--- config.mk ---
export PLATFORM = sky130hd
export DESIGN_NAME = lp_turnaround_ctrl
export DESIGN_NICKNAME = d
export VERILOG_FILES = /design/src/rtl/lpta_pkg.sv /design/src/rtl/lpta_interval_timer.sv /design/src/rtl/lpta_sequencer.sv /design/src/rtl/lpta_sticky_status.sv /design/src/rtl/lp_turnaround_ctrl.sv
export SDC_FILE = /design/constraint.sdc
export NUM_CORES = 1
export LEC_CHECK = 0
export BUFFER_PORTS_ARGS = -buffer_cell sky130_fd_sc_hd__buf_2
export CAP_MARGIN = 20
export CORE_MARGIN = 4
export CORE_UTILIZATION = 50
export DETAILED_ROUTE_END_ITERATION = 8
export PLACE_DENSITY = 0.85
export SLEW_MARGIN = 30
export SYNTH_ARGS = -nofsm -noshare
export SYNTH_HDL_FRONTEND = slang
export SYNTH_SLANG_ARGS = --single-unit
--- constraint.sdc ---
create_clock -name clk -period 3.1 [get_ports clk]
set_input_delay 0 -clock clk [delete_from_list [all_inputs] [get_ports clk]]
set_output_delay 0 -clock clk [all_outputs]
set_load 0.01 [all_outputs]
--- src/rtl/lpta_pkg.sv ---
package lpta_pkg;

    typedef enum logic [1:0] {
        PH_IDLE   = 2'd0,
        PH_HOLD   = 2'd1,
        PH_TURN   = 2'd2,
        PH_LISTEN = 2'd3
    } lpta_phase_e;

    localparam int STATUS_BITS = 2;
    localparam int ST_TURN     = 0;
    localparam int ST_LISTEN   = 1;

    function automatic int max3(input int a, input int b, input int c);
        int m;
        m = (a > b) ? a : b;
        return (m > c) ? m : c;
    endfunction

endpackage

--- src/rtl/lpta_interval_timer.sv ---
module lpta_interval_timer #(
    parameter int W = 16
) (
    input  logic         clk,
    input  logic         rst_n,
    input  logic         clr,
    input  logic         step,
    input  logic [W-1:0] limit,
    output logic         at_limit
);

    logic [W-1:0] cnt_q;

    always_ff @(posedge clk) begin
        if (!rst_n) begin
            cnt_q <= '0;
        end else if (clr) begin
            cnt_q <= '0;
        end else if (step) begin
            cnt_q <= cnt_q + 1'b1;
        end
    end

    assign at_limit = (cnt_q == limit);

    // the count only ever restarts or advances by one tick
    assert_count_step_R2: assert property (@(posedge clk) disable iff (!rst_n)
        (cnt_q == '0) || (cnt_q == $past(cnt_q)) || (cnt_q == $past(cnt_q) + 1'b1));

endmodule

--- src/rtl/lpta_sequencer.sv ---
module lpta_sequencer
    import lpta_pkg::*;
(
    input  logic        clk,
    input  logic        rst_n,
    input  logic        esc_tick,
    input  logic        pkt_done,
    input  logic        pkt_needs_ta,
    input  logic        link_reversed,
    input  logic        rx_lp_mode,
    input  logic        rx_data_valid,
    input  logic        at_limit,
    output lpta_phase_e phase,
    output logic        cnt_clr,
    output logic        cnt_step,
    output logic        turn_req,
    output logic        busy,
    output logic        xfer_done,
    output logic        turn_expire,
    output logic        listen_expire
);

    lpta_phase_e ph_q, ph_d;
    logic        done_q;
    logic        data_seen;
    logic        rx_waiting;

    assign data_seen  = rx_lp_mode && rx_data_valid;
    assign rx_waiting = rx_lp_mode && !rx_data_valid;

    // next-state decision
    always_comb begin
        ph_d          = ph_q;
        turn_expire   = 1'b0;
        listen_expire = 1'b0;
        unique case (ph_q)
            PH_IDLE: begin
                if (pkt_done && pkt_needs_ta) ph_d = PH_HOLD;        // ACCEPT
            end
            PH_HOLD: begin
                if (at_limit) ph_d = PH_TURN;                         // HOLD_DONE
            end
            PH_TURN: begin
                if (link_reversed) begin
                    ph_d = PH_LISTEN;                                 // DIR_SEEN
                end else if (at_limit) begin
                    ph_d        = PH_IDLE;                            // TURN_EXPIRE
                    turn_expire = 1'b1;
                end
            end
            PH_LISTEN: begin
                if (data_seen) begin
                    ph_d = PH_IDLE;                                   // DATA_SEEN
                end else if (rx_waiting && at_limit) begin
                    ph_d          = PH_IDLE;                          // LISTEN_EXPIRE
                    listen_expire = 1'b1;
                end
            end
        endcase
    end

    // counter control: restart on every phase change and while receive mode is off
    always_comb begin
        cnt_clr  = (ph_d != ph_q) || (ph_q == PH_LISTEN && !rx_lp_mode);
        cnt_step = 1'b0;
        unique case (ph_q)
            PH_IDLE:   cnt_step = 1'b0;
            PH_HOLD:   cnt_step = esc_tick && !at_limit;
            PH_TURN:   cnt_step = esc_tick && !at_limit;
            PH_LISTEN: cnt_step = esc_tick && !at_limit && rx_waiting;
        endcase
    end

    // state register
    always_ff @(posedge clk) begin
        if (!rst_n) begin
            ph_q   <= PH_IDLE;
            done_q <= 1'b0;
        end else begin
            ph_q   <= ph_d;
            done_q <= (ph_q == PH_LISTEN) && data_seen;
        end
    end

    // outputs
    always_comb begin
        phase     = ph_q;
        turn_req  = (ph_q == PH_TURN);
        busy      = (ph_q != PH_IDLE);
        xfer_done = done_q;
    end

    // the listen phase is only ever entered from the request phase
    assert_listen_entry_R4: assert property (@(posedge clk) disable iff (!rst_n)
        (ph_q == PH_LISTEN && $past(ph_q) != PH_LISTEN) |-> $past(ph_q) == PH_TURN);

    // a hold phase always starts from idle
    assert_hold_entry_R2: assert property (@(posedge clk) disable iff (!rst_n)
        (ph_q == PH_HOLD && $past(ph_q) != PH_HOLD) |-> $past(ph_q) == PH_IDLE);

endmodule

--- src/rtl/lpta_sticky_status.sv ---
module lpta_sticky_status #(
    parameter int N = 2
) (
    input  logic         clk,
    input  logic         rst_n,
    input  logic [N-1:0] set,
    input  logic [N-1:0] clr,
    output logic [N-1:0] flag
);

    for (genvar i = 0; i < N; i++) begin : g_bit
        always_ff @(posedge clk) begin
            if (!rst_n) begin
                flag[i] <= 1'b0;
            end else if (set[i]) begin
                flag[i] <= 1'b1;
            end else if (clr[i]) begin
                flag[i] <= 1'b0;
            end
        end

        // a requested clear takes effect unless a new event arrived
        assert_clear_effect_R9: assert property (@(posedge clk) disable iff (!rst_n)
            ($past(clr[i]) && !$past(set[i])) |-> !flag[i]);
    end

endmodule

--- src/rtl/lp_turnaround_ctrl.sv ---
module lp_turnaround_ctrl
    import lpta_pkg::*;
#(
    parameter int HOLD_W   = 16,
    parameter int TURN_W   = 8,
    parameter int LISTEN_W = 16
) (
    input  logic                clk,
    input  logic                rst_n,
    input  logic                esc_tick,
    input  logic                pkt_done,
    input  logic                pkt_needs_ta,
    input  logic [HOLD_W-1:0]   hold_count,
    input  logic [TURN_W-1:0]   turn_limit,
    input  logic [LISTEN_W-1:0] listen_limit,
    input  logic                link_reversed,
    input  logic                rx_lp_mode,
    input  logic                rx_data_valid,
    input  logic [1:0]          status_clr,
    output logic                turn_req,
    output logic                busy,
    output logic                xfer_done,
    output logic                turn_expired,
    output logic                listen_expired
);

    localparam int CNT_W = max3(HOLD_W, TURN_W, LISTEN_W);

    lpta_phase_e            phase;
    logic                   cnt_clr;
    logic                   cnt_step;
    logic                   at_limit;
    logic                   turn_expire;
    logic                   listen_expire;
    logic [CNT_W-1:0]       limit_sel;
    logic [STATUS_BITS-1:0] st_set;
    logic [STATUS_BITS-1:0] st_flag;

    // one shared counter: its compare value follows the active phase
    always_comb begin
        unique case (phase)
            PH_IDLE:   limit_sel = '0;
            PH_HOLD:   limit_sel = CNT_W'(hold_count);
            PH_TURN:   limit_sel = CNT_W'(turn_limit);
            PH_LISTEN: limit_sel = CNT_W'(listen_limit);
        endcase
    end

    lpta_sequencer u_seq (
        .clk           (clk),
        .rst_n         (rst_n),
        .esc_tick      (esc_tick),
        .pkt_done      (pkt_done),
        .pkt_needs_ta  (pkt_needs_ta),
        .link_reversed (link_reversed),
        .rx_lp_mode    (rx_lp_mode),
        .rx_data_valid (rx_data_valid),
        .at_limit      (at_limit),
        .phase         (phase),
        .cnt_clr       (cnt_clr),
        .cnt_step      (cnt_step),
        .turn_req      (turn_req),
        .busy          (busy),
        .xfer_done     (xfer_done),
        .turn_expire   (turn_expire),
        .listen_expire (listen_expire)
    );

    lpta_interval_timer #(.W(CNT_W)) u_timer (
        .clk      (clk),
        .rst_n    (rst_n),
        .clr      (cnt_clr),
        .step     (cnt_step),
        .limit    (limit_sel),
        .at_limit (at_limit)
    );

    always_comb begin
        st_set            = '0;
        st_set[ST_TURN]   = turn_expire;
        st_set[ST_LISTEN] = listen_expire;
    end

    lpta_sticky_status #(.N(STATUS_BITS)) u_status (
        .clk   (clk),
        .rst_n (rst_n),
        .set   (st_set),
        .clr   (status_clr),
        .flag  (st_flag)
    );

    assign turn_expired   = st_flag[ST_TURN];
    assign listen_expired = st_flag[ST_LISTEN];

    // a sequence only starts from a qualified strobe
    assert_start_qualified_R3: assert property (@(posedge clk) disable iff (!rst_n)
        $rose(busy) |-> $past(pkt_done && pkt_needs_ta));

    // the request is preceded by a busy hold phase
    assert_req_after_hold_R2: assert property (@(posedge clk) disable iff (!rst_n)
        $rose(turn_req) |-> $past(busy));

    // the request falls either because the direction changed or it timed out
    assert_req_drop_cause_R4: assert property (@(posedge clk) disable iff (!rst_n)
        $fell(turn_req) |-> ($past(link_reversed) || turn_expired));

    // a turnaround expiry leaves the block idle
    assert_turn_expiry_idle_R5: assert property (@(posedge clk) disable iff (!rst_n)
        $rose(turn_expired) |-> (!busy && !turn_req && !xfer_done));

    // a receive expiry only follows an edge in receive mode without data
    assert_listen_expiry_cause_R6: assert property (@(posedge clk) disable iff (!rst_n)
        $rose(listen_expired) |-> ($past(rx_lp_mode && !rx_data_valid) && !busy));

    // completion coincides with idle and lasts one cycle
    assert_done_pulse_R7: assert property (@(posedge clk) disable iff (!rst_n)
        xfer_done |-> (!busy && !turn_req) ##1 !xfer_done);

    // status bits stay set when no clear is written
    assert_flag_sticky_R9: assert property (@(posedge clk) disable iff (!rst_n)
        ($past(turn_expired) && !$past(status_clr[0])) |-> turn_expired);

endmodule

==> results of run 1 <==
==> worst min-delay path, stage by stage <==
cell	delay, ns
buf_2	0.11
nor3b_1	0.06
o21a_1	0.16
==> per-layer routing <==
| layer | up-vias | wire length, um |
|---|---|---|
| met3 | 12 | 328 |
| met1 | 933 | 2180 |
| met2 | 85 | 2520 |
| li1 | 960 | - |
| met5 | - | 0 |
| met4 | 0 | 77 |
==> Yosys cell counts (4+ instances only) <==
cell	instances
clkbuf_1	5
xnor2_1	18
dfxtp_1	21
nor2b_1	4
ha_1	6
o21ai_0	4
inv_1	6
a222oi_1	8
a211oi_1	4
or3_1	4
nand3_1	6
o21ai_1	5
nand4_1	7
a22oi_1	9
a21oi_1	21
nand2_1	17
nor2_1	23
==> placed cells by master, fill, tap and decap left out, drive strengths merged, types with 4 or more instances in the layout <==
| cell type | netlist | final |
|---|---|---|
| inv | 6 | 6 |
| a222oi | 8 | 8 |
| or3 | 4 | 4 |
| a22oi | 9 | 9 |
| nand2 | 18 | 18 |
| o21ai | 10 | 10 |
| nand4 | 7 | 7 |
| dlygate4sd3 | 0 | 5 |
| dfxtp | 21 | 21 |
| buf | 7 | 63 |
| nor2b | 4 | 4 |
| a21oi | 22 | 22 |
| a211oi | 4 | 4 |
| ha | 6 | 6 |
| xnor2 | 18 | 18 |
| nand3 | 6 | 6 |
| nor2 | 23 | 23 |
==> how the worst max path moves through the flow <==
stage                         from          endpoint  slack (ns)  cells past startpoint
finish              u_seq.phase[0]  u_timer.cnt_q[5]        0.26                     10
global route        u_seq.phase[0]  u_timer.cnt_q[5]        0.02                     10
CTS                 u_seq.phase[0]  u_timer.cnt_q[8]        0.08                     10
detailed placement  u_seq.phase[0]  u_timer.cnt_q[8]         0.1                     10
global placement    u_seq.phase[0]  u_timer.cnt_q[8]        0.22                     10
floorplan           u_seq.phase[0]  u_timer.cnt_q[5]        0.29                     11
==> registers in the layout, summed over array words and instances, names as in the netlist <==
signal and count:
u_seq.phase 2, u_status.flag 2, u_seq.xfer_done 1, u_timer.cnt_q 16
==> what timing repair did <==
action	4_1_cts	5_1_grt
endpoints found under the hold margin	5	0
resized for setup	0	4
hold buffers	5	0
setup endpoints to repair	0	19
buffers inserted	0	2
==> power groups by stage <==
stage,Combinational (W),Sequential [W],Clock [W]
after global placement,0.000666,0.000299,0
after detailed placement,0.000675,0.000300,0
after global routing,0.000780,0.000300,0.000151
final,0.000713,0.000297,0.000137
after floorplan,0.000506,0.000298,0
after CTS,0.000682,0.000294,0.000141
==> per-stage QoR <==
stage / setup WS [ns] / total power [W] / instance area (sq um)
finish: 0.261 / 0.00115 / 2150
global route: 0.0213 / 0.00123 / 2150
CTS: 0.0776 / 0.00112 / 2130
detailed placement: 0.0980 / 0.000975 / 2050
global placement: 0.216 / 0.000964 / 2050
floorplan: 0.290 / 0.000804 / 1730
==> cells by family after synthesis <==
group,Yosys count
compound gates,74
xor+xnor,18
fa+ha+maj,6
buf+inv,18
flops,21
simple gates,84
==> layout make-up <==
class / count / share of cell area (%)
Clock buffer: 3 / 1.05
Clock inverter: 1 / 0.233
Inverter: 6 / 1.05
Multi-Input combinational cell: 182 / 56.7
Sequential cell: 21 / 19.7
Tap cell: 46 / 2.68
Timing Repair Buffer: 68 / 18.6
==> results.toml, run 1 <==
[detailed_routing]
routed_wl_um = 5110
drt_iter0_drc = 214
via_count = 1990
drc = 0
ant_nets = 0
wire_per_inst_um = 15.6
viasPerCell = 6.09
first_pass_iters = 5

[worst_hold_path]
hold_depth = 3
min_to = "u_status.flag[0]"
hold_start = "link_reversed"
min_path_type = "input pin to flip-flop"

[critical_path]
crit_path_end_kind = "flip-flop"
path_max_fanout = 15
slowest_stage = "a222oi_1"
crit_buf_inv = 1
start_kind = "flip-flop"
r2r_start = "u_seq.phase[0]"
crit_family = "compound AO/OA/AOI/OAI gates"
cp.arrival_ns = 3.10
r2r_cells = 10
required_ns = 3.36
reg2reg_to = "u_timer.cnt_q[5]"
r2r_slack_ns = 0.26
cp_cell_sequence = "inv_1 > ha_2 > a222oi_1 > xnor2_1 > o311ai_1 > o21ai_1 > a21oi_4 > and2_4 > or4_1 > a21oi_1"
max_stage_delay_ns = 0.55
critPathKind = "flip-flop to flip-flop"

[placed_design]
place_inst = 316
place.gp.congestion = 0.873
io_buffers = 54
hpwl_um = 3800

[synthesis]
synth.avg_cell_area_sq_um = 7.81
syn_inst = 221
synth-compound-area-share_pct = 30.2
post_synth_fa_ha_maj_area_fraction_pct = 4.35
yosysWarnings = 0
async_flop_share_pct = 0
ys_top_cells_by_area = "dfxtp_1, xnor2_1, a21oi_1"
synthSimpleGateAreaFrac_pct = 26.5
synthMuxAreaShare_pct = 0
ys_seq_elements = 21
synth_area_sq_um = 1730
synth_top_family_by_area = "compound AO/OA/AOI/OAI gates"
synth_edf_count = 0
synth-xor-area-share_pct = 9.14
synth_cell_types = 48
synth_top_area_share_pct = 24.4
synth_nets = 277
ys_seq_area_share_pct = 24.4
synth-main-ff-cell = "dfxtp_1"
synth_top_area_cell = "dfxtp_1"

[clock_tree]
clk_pin_slew_ns = 0.13
clk_latency_ns = 0.31
cts_buffer_depth = 2
cts-htree-levels = 1
cts_made_buffers = 3
tritoncts = "done"
cts-root-buf = "clkbuf_4"
cts_sinks = 21

[timing]
setup_tns_ns = 0
worst_pin_slew_ns = 0.667
skew_ns = 0.00834
min_period_over_period_pct = 91.6
timing.final.setup_violations = 0
finalHoldViolCount = 0
finalCriticalPeriod_ns = 2.84
slew_viol_final = 0
rsz0062_at_grt = "false"
whs_ns = 0.0576
fmax_mhz = 352
maxSlewHeadroom_pct = 55.1

[final_layout]
utilization_pct = 64.4
syn_to_final_growth_pct = 24.5
final_cells = 327
drive_gt1_share_pct = 27.4
multi_input_area_sq_um = 1220
register_area_sq_um = 423
finalNetCount = 338
n_antenna_cell = 0
fill_cells = 302

[run]
max_cap_violations = 0

[power_and_ir_drop]
p_leak_nw = 0.773
p_switching_w = 0.000543
internal_power_w = 0.000603
seq_power_share_pct = 25.9
p_per_area_nw_per_um2 = 534
pwr-share-clk_pct = 11.9
ir_worst_vdd_v = 0.000403
swShare_pct = 47.4
p_comb_share_pct = 62.2

[die]
num_rows = 21
die_width_um = 66.7
start_util_pct = 51.7
placeableCoreArea_sq_um = 3340
die_height_um = 66.7
ios = 55
dieArea_sq_um = 4450

[global_routing]
met2_usage_pct = 45.0
grt_first_pass_wirelength_um = 8580
grt_remaining_overflow = 0
grt_pass1_vias = 1918
grtUsageTotal_pct = 24.7
busiest_layer = "met2"
grt_max_degree = 17
antenna_found_initial = 0
global_route.usage.met3_pct = 4.38
use_met1_pct = 29.5

[status]
status = "finished clean"
Note: power is estimated with default switching activity, not from simulation.
==> inputs of run 2 (changes only) <==
--- a/config.mk
+++ b/config.mk
@@ -5,11 +5,13 @@
 export SDC_FILE = /design/constraint.sdc
 export NUM_CORES = 1
 export LEC_CHECK = 0
-export BUFFER_PORTS_ARGS = -buffer_cell sky130_fd_sc_hd__buf_2
 export CAP_MARGIN = 20
+export CELL_PAD_IN_SITES_DETAIL_PLACEMENT = 2
+export CELL_PAD_IN_SITES_GLOBAL_PLACEMENT = 2
 export CORE_MARGIN = 4
-export CORE_UTILIZATION = 50
+export CORE_UTILIZATION = 35
 export DETAILED_ROUTE_END_ITERATION = 8
+export DONT_BUFFER_PORTS = 1
 export PLACE_DENSITY = 0.85
 export SLEW_MARGIN = 30
 export SYNTH_ARGS = -nofsm -noshare
==> results.toml, run 2 (synthesized netlist as in run 1, its figures left out) <==
[critical_path]
path_max_fanout = 15
critPathKind = "flip-flop to flip-flop"
reg2reg_to = "u_timer.cnt_q[8]"
r2r_slack_ns = 0.14
cp.arrival_ns = 3.16
required_ns = 3.30
start_kind = "flip-flop"
r2r_cells = 10
crit_path_end_kind = "flip-flop"
r2r_start = "u_seq.phase[1]"

[final_layout]
finalNetCount = 289
syn_to_final_growth_pct = 13.9
register_area_sq_um = 422
top_register = "u_timer.cnt_q"
most-common-layout-cells = "nor2_1, a21oi_1, dfxtp_1"
drive_gt1_share_pct = 12.5
fill_cells = 559
n_antenna_cell = 0
multi_input_area_sq_um = 1220
largest_reg_flops = 16
utilization_pct = 41.3
layout_commonest_cell = "nor2_1"

[clock_tree]
cts_sinks = 21
cts_buffer_depth = 2
cts_made_buffers = 3
cts-htree-levels = 1
tritoncts = "done"
clk_latency_ns = 0.27
clk_pin_slew_ns = 0.09
cts-root-buf = "clkbuf_8"

[global_routing]
antenna_found_initial = 0
grt_max_degree = 17
grt_first_pass_wirelength_um = 10600
grt_pass1_vias = 1960
grtUsageTotal_pct = 21.7
grt_remaining_overflow = 0

[power_and_ir_drop]
pwr-share-clk_pct = 15.6
p_leak_nw = 0.594
p_switching_w = 0.000611
swShare_pct = 48.8
internal_power_w = 0.000642
p_per_area_nw_per_um2 = 638
seq_power_share_pct = 23.4
p_comb_share_pct = 60.9
ir_worst_vdd_v = 0.000209

[die]
dieArea_sq_um = 6120
start_util_pct = 36.3
num_rows = 25
placeableCoreArea_sq_um = 4750
die_height_um = 78.2
die_width_um = 78.2
ios = 55

[timing]
maxSlewHeadroom_pct = 37.7
whs_ns = 0.00351
finalHoldViolCount = 0
skew_ns = 0.00677
worst_pin_slew_ns = 0.924
timing.final.setup_violations = 0
slew_viol_final = 0
fmax_mhz = 338
min_period_over_period_pct = 95.3
finalCriticalPeriod_ns = 2.96

[status]
status = "finished clean"

[placed_design]
hpwl_um = 4760
place.gp.congestion = 0.841
io_buffers = 0

[detailed_routing]
viasPerCell = 6.28
drc = 0
ant_nets = 0
wire_per_inst_um = 22.8
routed_wl_um = 6810
first_pass_iters = 4
drt_iter0_drc = 101
via_count = 1878

[worst_hold_path]
min_to = "u_seq.phase[0]"
min_path_type = "input pin to flip-flop"
hold_start = "link_reversed"
hold_depth = 2

[run]
max_cap_violations = 0
==> run 2: cell types whose count changed in the layout (fill, tap and decap cells not counted), moves of 3 or more <==
cell and change:
buf_2 -54, buf_4 +6, clkbuf_4 -3, clkbuf_8 +3
==> run 2: worst max-delay path: stages, from the launching register on <==
cell,delay (ns)
dfxtp_1,0.37
inv_1,0.15
ha_1,0.51
inv_1,0.31
nand4b_1,0.19
a21oi_1,0.12
o22ai_2,0.22
a21oi_4,0.09
and2_4,0.23
or4_1,0.54
a21oi_1,0.16
==> run 2: per-stage QoR <==
stage / cells / area [sq um] / setup slack, ns / setup TNS, ns / power [W]
after floorplan: 221 / 1730 / 0.290 / 0 / 0.000804
after global placement: 285 / 1820 / 0.247 / 0 / 0.000966
after detailed placement: 285 / 1820 / 0.0817 / 0 / 0.000997
after CTS: 293 / 1910 / 0.0612 / 0 / 0.00120
after global routing: 299 / 1960 / -0.0342 / -0.220 / 0.00134
final: 299 / 1960 / 0.144 / 0 / 0.00125
==> run 2: repair_timing <==
action / CTS / global route
hold buffers: 4 / 0
resized for setup: 0 / 4
setup endpoints to repair: 0 / 18
endpoints found under the hold margin: 5 / 0
setup buffers: 0 / 6
==> run 2: worst max-delay path by stage <==
stage                         from                end
floorplan           u_seq.phase[0]   u_timer.cnt_q[5]
global placement    u_seq.phase[0]   u_timer.cnt_q[5]
detailed placement  u_seq.phase[0]   u_timer.cnt_q[5]
CTS                 u_seq.phase[0]   u_timer.cnt_q[5]
global route        u_seq.phase[0]  u_timer.cnt_q[13]
finish              u_seq.phase[1]   u_timer.cnt_q[8]
==> run 2: layer usage <==
layer	track usage [%]	vias to the layer above	part of all wire, %
met5	0	-	0
met1	27.5	922	43
met3	4.36	15	5.7
met4	5.59	0	2.3
met2	37.6	83	49
li1	-	858	-
==> run 2: power by group through the flow <==
stage               logic [W]  registers [W]  clock network, W
floorplan            0.000506       0.000298                 0
global placement     0.000668       0.000298                 0
detailed placement   0.000698       0.000299                 0
CTS                  0.000707       0.000292          0.000199
global route         0.000828       0.000295          0.000216
finish               0.000764       0.000294          0.000196
==> run 2: layout make-up <==
class | instances | area share (%)
Inverter | 6 | 1.15
Sequential cell | 21 | 21.5
Clock inverter | 1 | 0.255
Timing Repair Buffer | 19 | 8.41
Tap cell | 67 | 4.27
Multi-Input combinational cell | 182 | 62.4
Clock buffer | 3 | 2.10
==> inputs of run 3 (changes only) <==
--- a/config.mk
+++ b/config.mk
@@ -6,13 +6,11 @@
 export NUM_CORES = 1
 export LEC_CHECK = 0
 export CAP_MARGIN = 20
-export CELL_PAD_IN_SITES_DETAIL_PLACEMENT = 2
-export CELL_PAD_IN_SITES_GLOBAL_PLACEMENT = 2
 export CORE_MARGIN = 4
-export CORE_UTILIZATION = 35
+export CORE_UTILIZATION = 50
 export DETAILED_ROUTE_END_ITERATION = 8
 export DONT_BUFFER_PORTS = 1
-export PLACE_DENSITY = 0.85
+export PLACE_DENSITY = 0.71
 export SLEW_MARGIN = 30
 export SYNTH_ARGS = -nofsm -noshare
 export SYNTH_HDL_FRONTEND = slang
==> results.toml, run 3 (synthesized netlist as in run 1, its figures left out) <==
[global_routing]
antenna_found_initial = 0
grt_first_pass_wirelength_um = 7520
grt_pass1_vias = 1632
grtUsageTotal_pct = 21.9
grt_max_degree = 17
grt_remaining_overflow = 0

[critical_path]
crit_path_end_kind = "flip-flop"
start_kind = "flip-flop"
max_stage_delay_ns = 0.56
cp.arrival_ns = 3.14
required_ns = 3.36
slowest_stage = "a222oi_1"
r2r_cells = 10
path_max_fanout = 15
reg2reg_to = "u_timer.cnt_q[5]"
cp_cell_sequence = "inv_1 > ha_1 > a222oi_1 > xnor2_1 > nor4b_2 > o21ai_1 > a21oi_4 > and2_4 > or4_1 > a21oi_1"
critPathKind = "flip-flop to flip-flop"
r2r_slack_ns = 0.22
r2r_start = "u_seq.phase[0]"

[die]
die_height_um = 66.7
die_width_um = 66.7
placeableCoreArea_sq_um = 3340
ios = 55
num_rows = 21
dieArea_sq_um = 4450
start_util_pct = 51.7

[detailed_routing]
top_layer = "met4"
drt_iter0_drc = 174
met1_length_um = 2050
via_count = 1779
wire_per_inst_um = 16.6
first_pass_iters = 5
routed_wl_um = 4640
wl_met2_um = 2070
drc = 0
viasPerCell = 6.35
dr_wl_met3_um = 378
ant_nets = 0

[final_layout]
syn_to_final_growth_pct = 11.8
drive_gt1_share_pct = 10.7
finalNetCount = 291
most-common-layout-cells = "nor2_1, a21oi_1, dfxtp_1"
top_register = "u_timer.cnt_q"
fill_cells = 326
largest_reg_flops = 16
utilization_pct = 57.8
n_antenna_cell = 0
layout_commonest_cell = "nor2_1"

[power_and_ir_drop]
p_leak_nw = 0.588
p_switching_w = 0.000529
pwr-share-clk_pct = 12.8
p_comb_share_pct = 61.2
ir_worst_vdd_v = 0.000293
p_per_area_nw_per_um2 = 581
seq_power_share_pct = 26.1
internal_power_w = 0.000592
swShare_pct = 47.2

[clock_tree]
tritoncts = "done"
cts-htree-levels = 1
clk_latency_ns = 0.32
cts_buffer_depth = 2
clk_pin_slew_ns = 0.13
cts_made_buffers = 3
cts_sinks = 21
cts-root-buf = "clkbuf_4"

[run]
max_cap_violations = 0

[timing]
setup_tns_ns = 0
timing.final.setup_violations = 0
worst_pin_slew_ns = 0.776
min_period_over_period_pct = 92.9
slew_viol_final = 0
finalHoldViolCount = 0
maxSlewHeadroom_pct = 47.7
rsz0062_at_grt = "false"
skew_ns = 0.00537
finalCriticalPeriod_ns = 2.88
fmax_mhz = 347

[worst_hold_path]
hold_start = "pkt_needs_ta"
min_to = "u_seq.phase[0]"
min_path_type = "input pin to flip-flop"
hold_depth = 4

[status]
status = "finished clean"

[placed_design]
hpwl_um = 3480
place.gp.congestion = 0.854
io_buffers = 0
## run 3: worst max-delay path by stage
| stage | start | end | slack, ns |
|---|---|---|---|
| 3_5_place_dp | u_seq.phase[0] | u_timer.cnt_q[7] | 0.15 |
| 6_report | u_seq.phase[0] | u_timer.cnt_q[5] | 0.22 |
| 5_1_grt | u_seq.phase[0] | u_timer.cnt_q[5] | 0.03 |
| 2_1_floorplan | u_seq.phase[0] | u_timer.cnt_q[5] | 0.29 |
| 4_1_cts | u_seq.phase[0] | u_timer.cnt_q[5] | 0.13 |
| 3_3_place_gp | u_seq.phase[0] | u_timer.cnt_q[8] | 0.27 |
## run 3: stage by stage
step           total power, W  cells  setup slack, ns  instance area (sq um)  hold slack (ns)
2_1_floorplan        0.000804    221            0.290                   1730            0.114
3_3_place_gp         0.000931    267            0.268                   1800            0.115
3_5_place_dp         0.000932    267            0.153                   1800            0.127
4_1_cts               0.00108    278            0.130                   1900           0.0544
5_1_grt               0.00120    280           0.0328                   1930           0.0763
6_report              0.00112    280            0.219                   1930           0.0584
## run 3: cell type report
class / instances / area [sq um] / share of cell area (%)
multi-input combinational: 182 / 1210 / 62.8
clock buffer: 3 / 22.5 / 1.17
inverter: 6 / 22.5 / 1.17
timing repair buffer: 21 / 188 / 9.73
tap: 46 / 57.6 / 2.98
sequential: 21 / 422 / 21.9
clock inverter: 1 / 5.00 / 0.259
## run 3: layer usage
metal / up-vias / track usage, %
li1: 865 / -
met1: 802 / 28.7
met2: 96 / 34.2
met3: 16 / 3.54
met4: 0 / 11.4
met5: - / 0
## run 3: timing repair
| action | in CTS | in global routing |
|---|---|---|
| hold buffers | 7 | 0 |
| buffers inserted | 0 | 2 |
| setup endpoints to repair | 0 | 16 |
| hold endpoints to repair | 5 | 0 |
| resized for setup | 0 | 1 |
## run 3: power groups by stage
stage          Combinational (W)  Clock (W)  Sequential (W)
2_1_floorplan           0.000506          0        0.000298
3_3_place_gp            0.000634          0        0.000296
4_1_cts                 0.000644   0.000144        0.000291
6_report                0.000686   0.000143        0.000292
5_1_grt                 0.000751   0.000159        0.000295
3_5_place_dp            0.000635          0        0.000297
## run 3: critical path: cells and delay by family, from the launching register on
kind	cells	cell delay, ns
DFF	1	0.41
xor gates and xnor gates	1	0.20
buffers and inverters	1	0.10
and+or+nand+nor	3	0.80
adders and majority gates	1	0.29
AOI/OAI and AO/OA	4	1.03
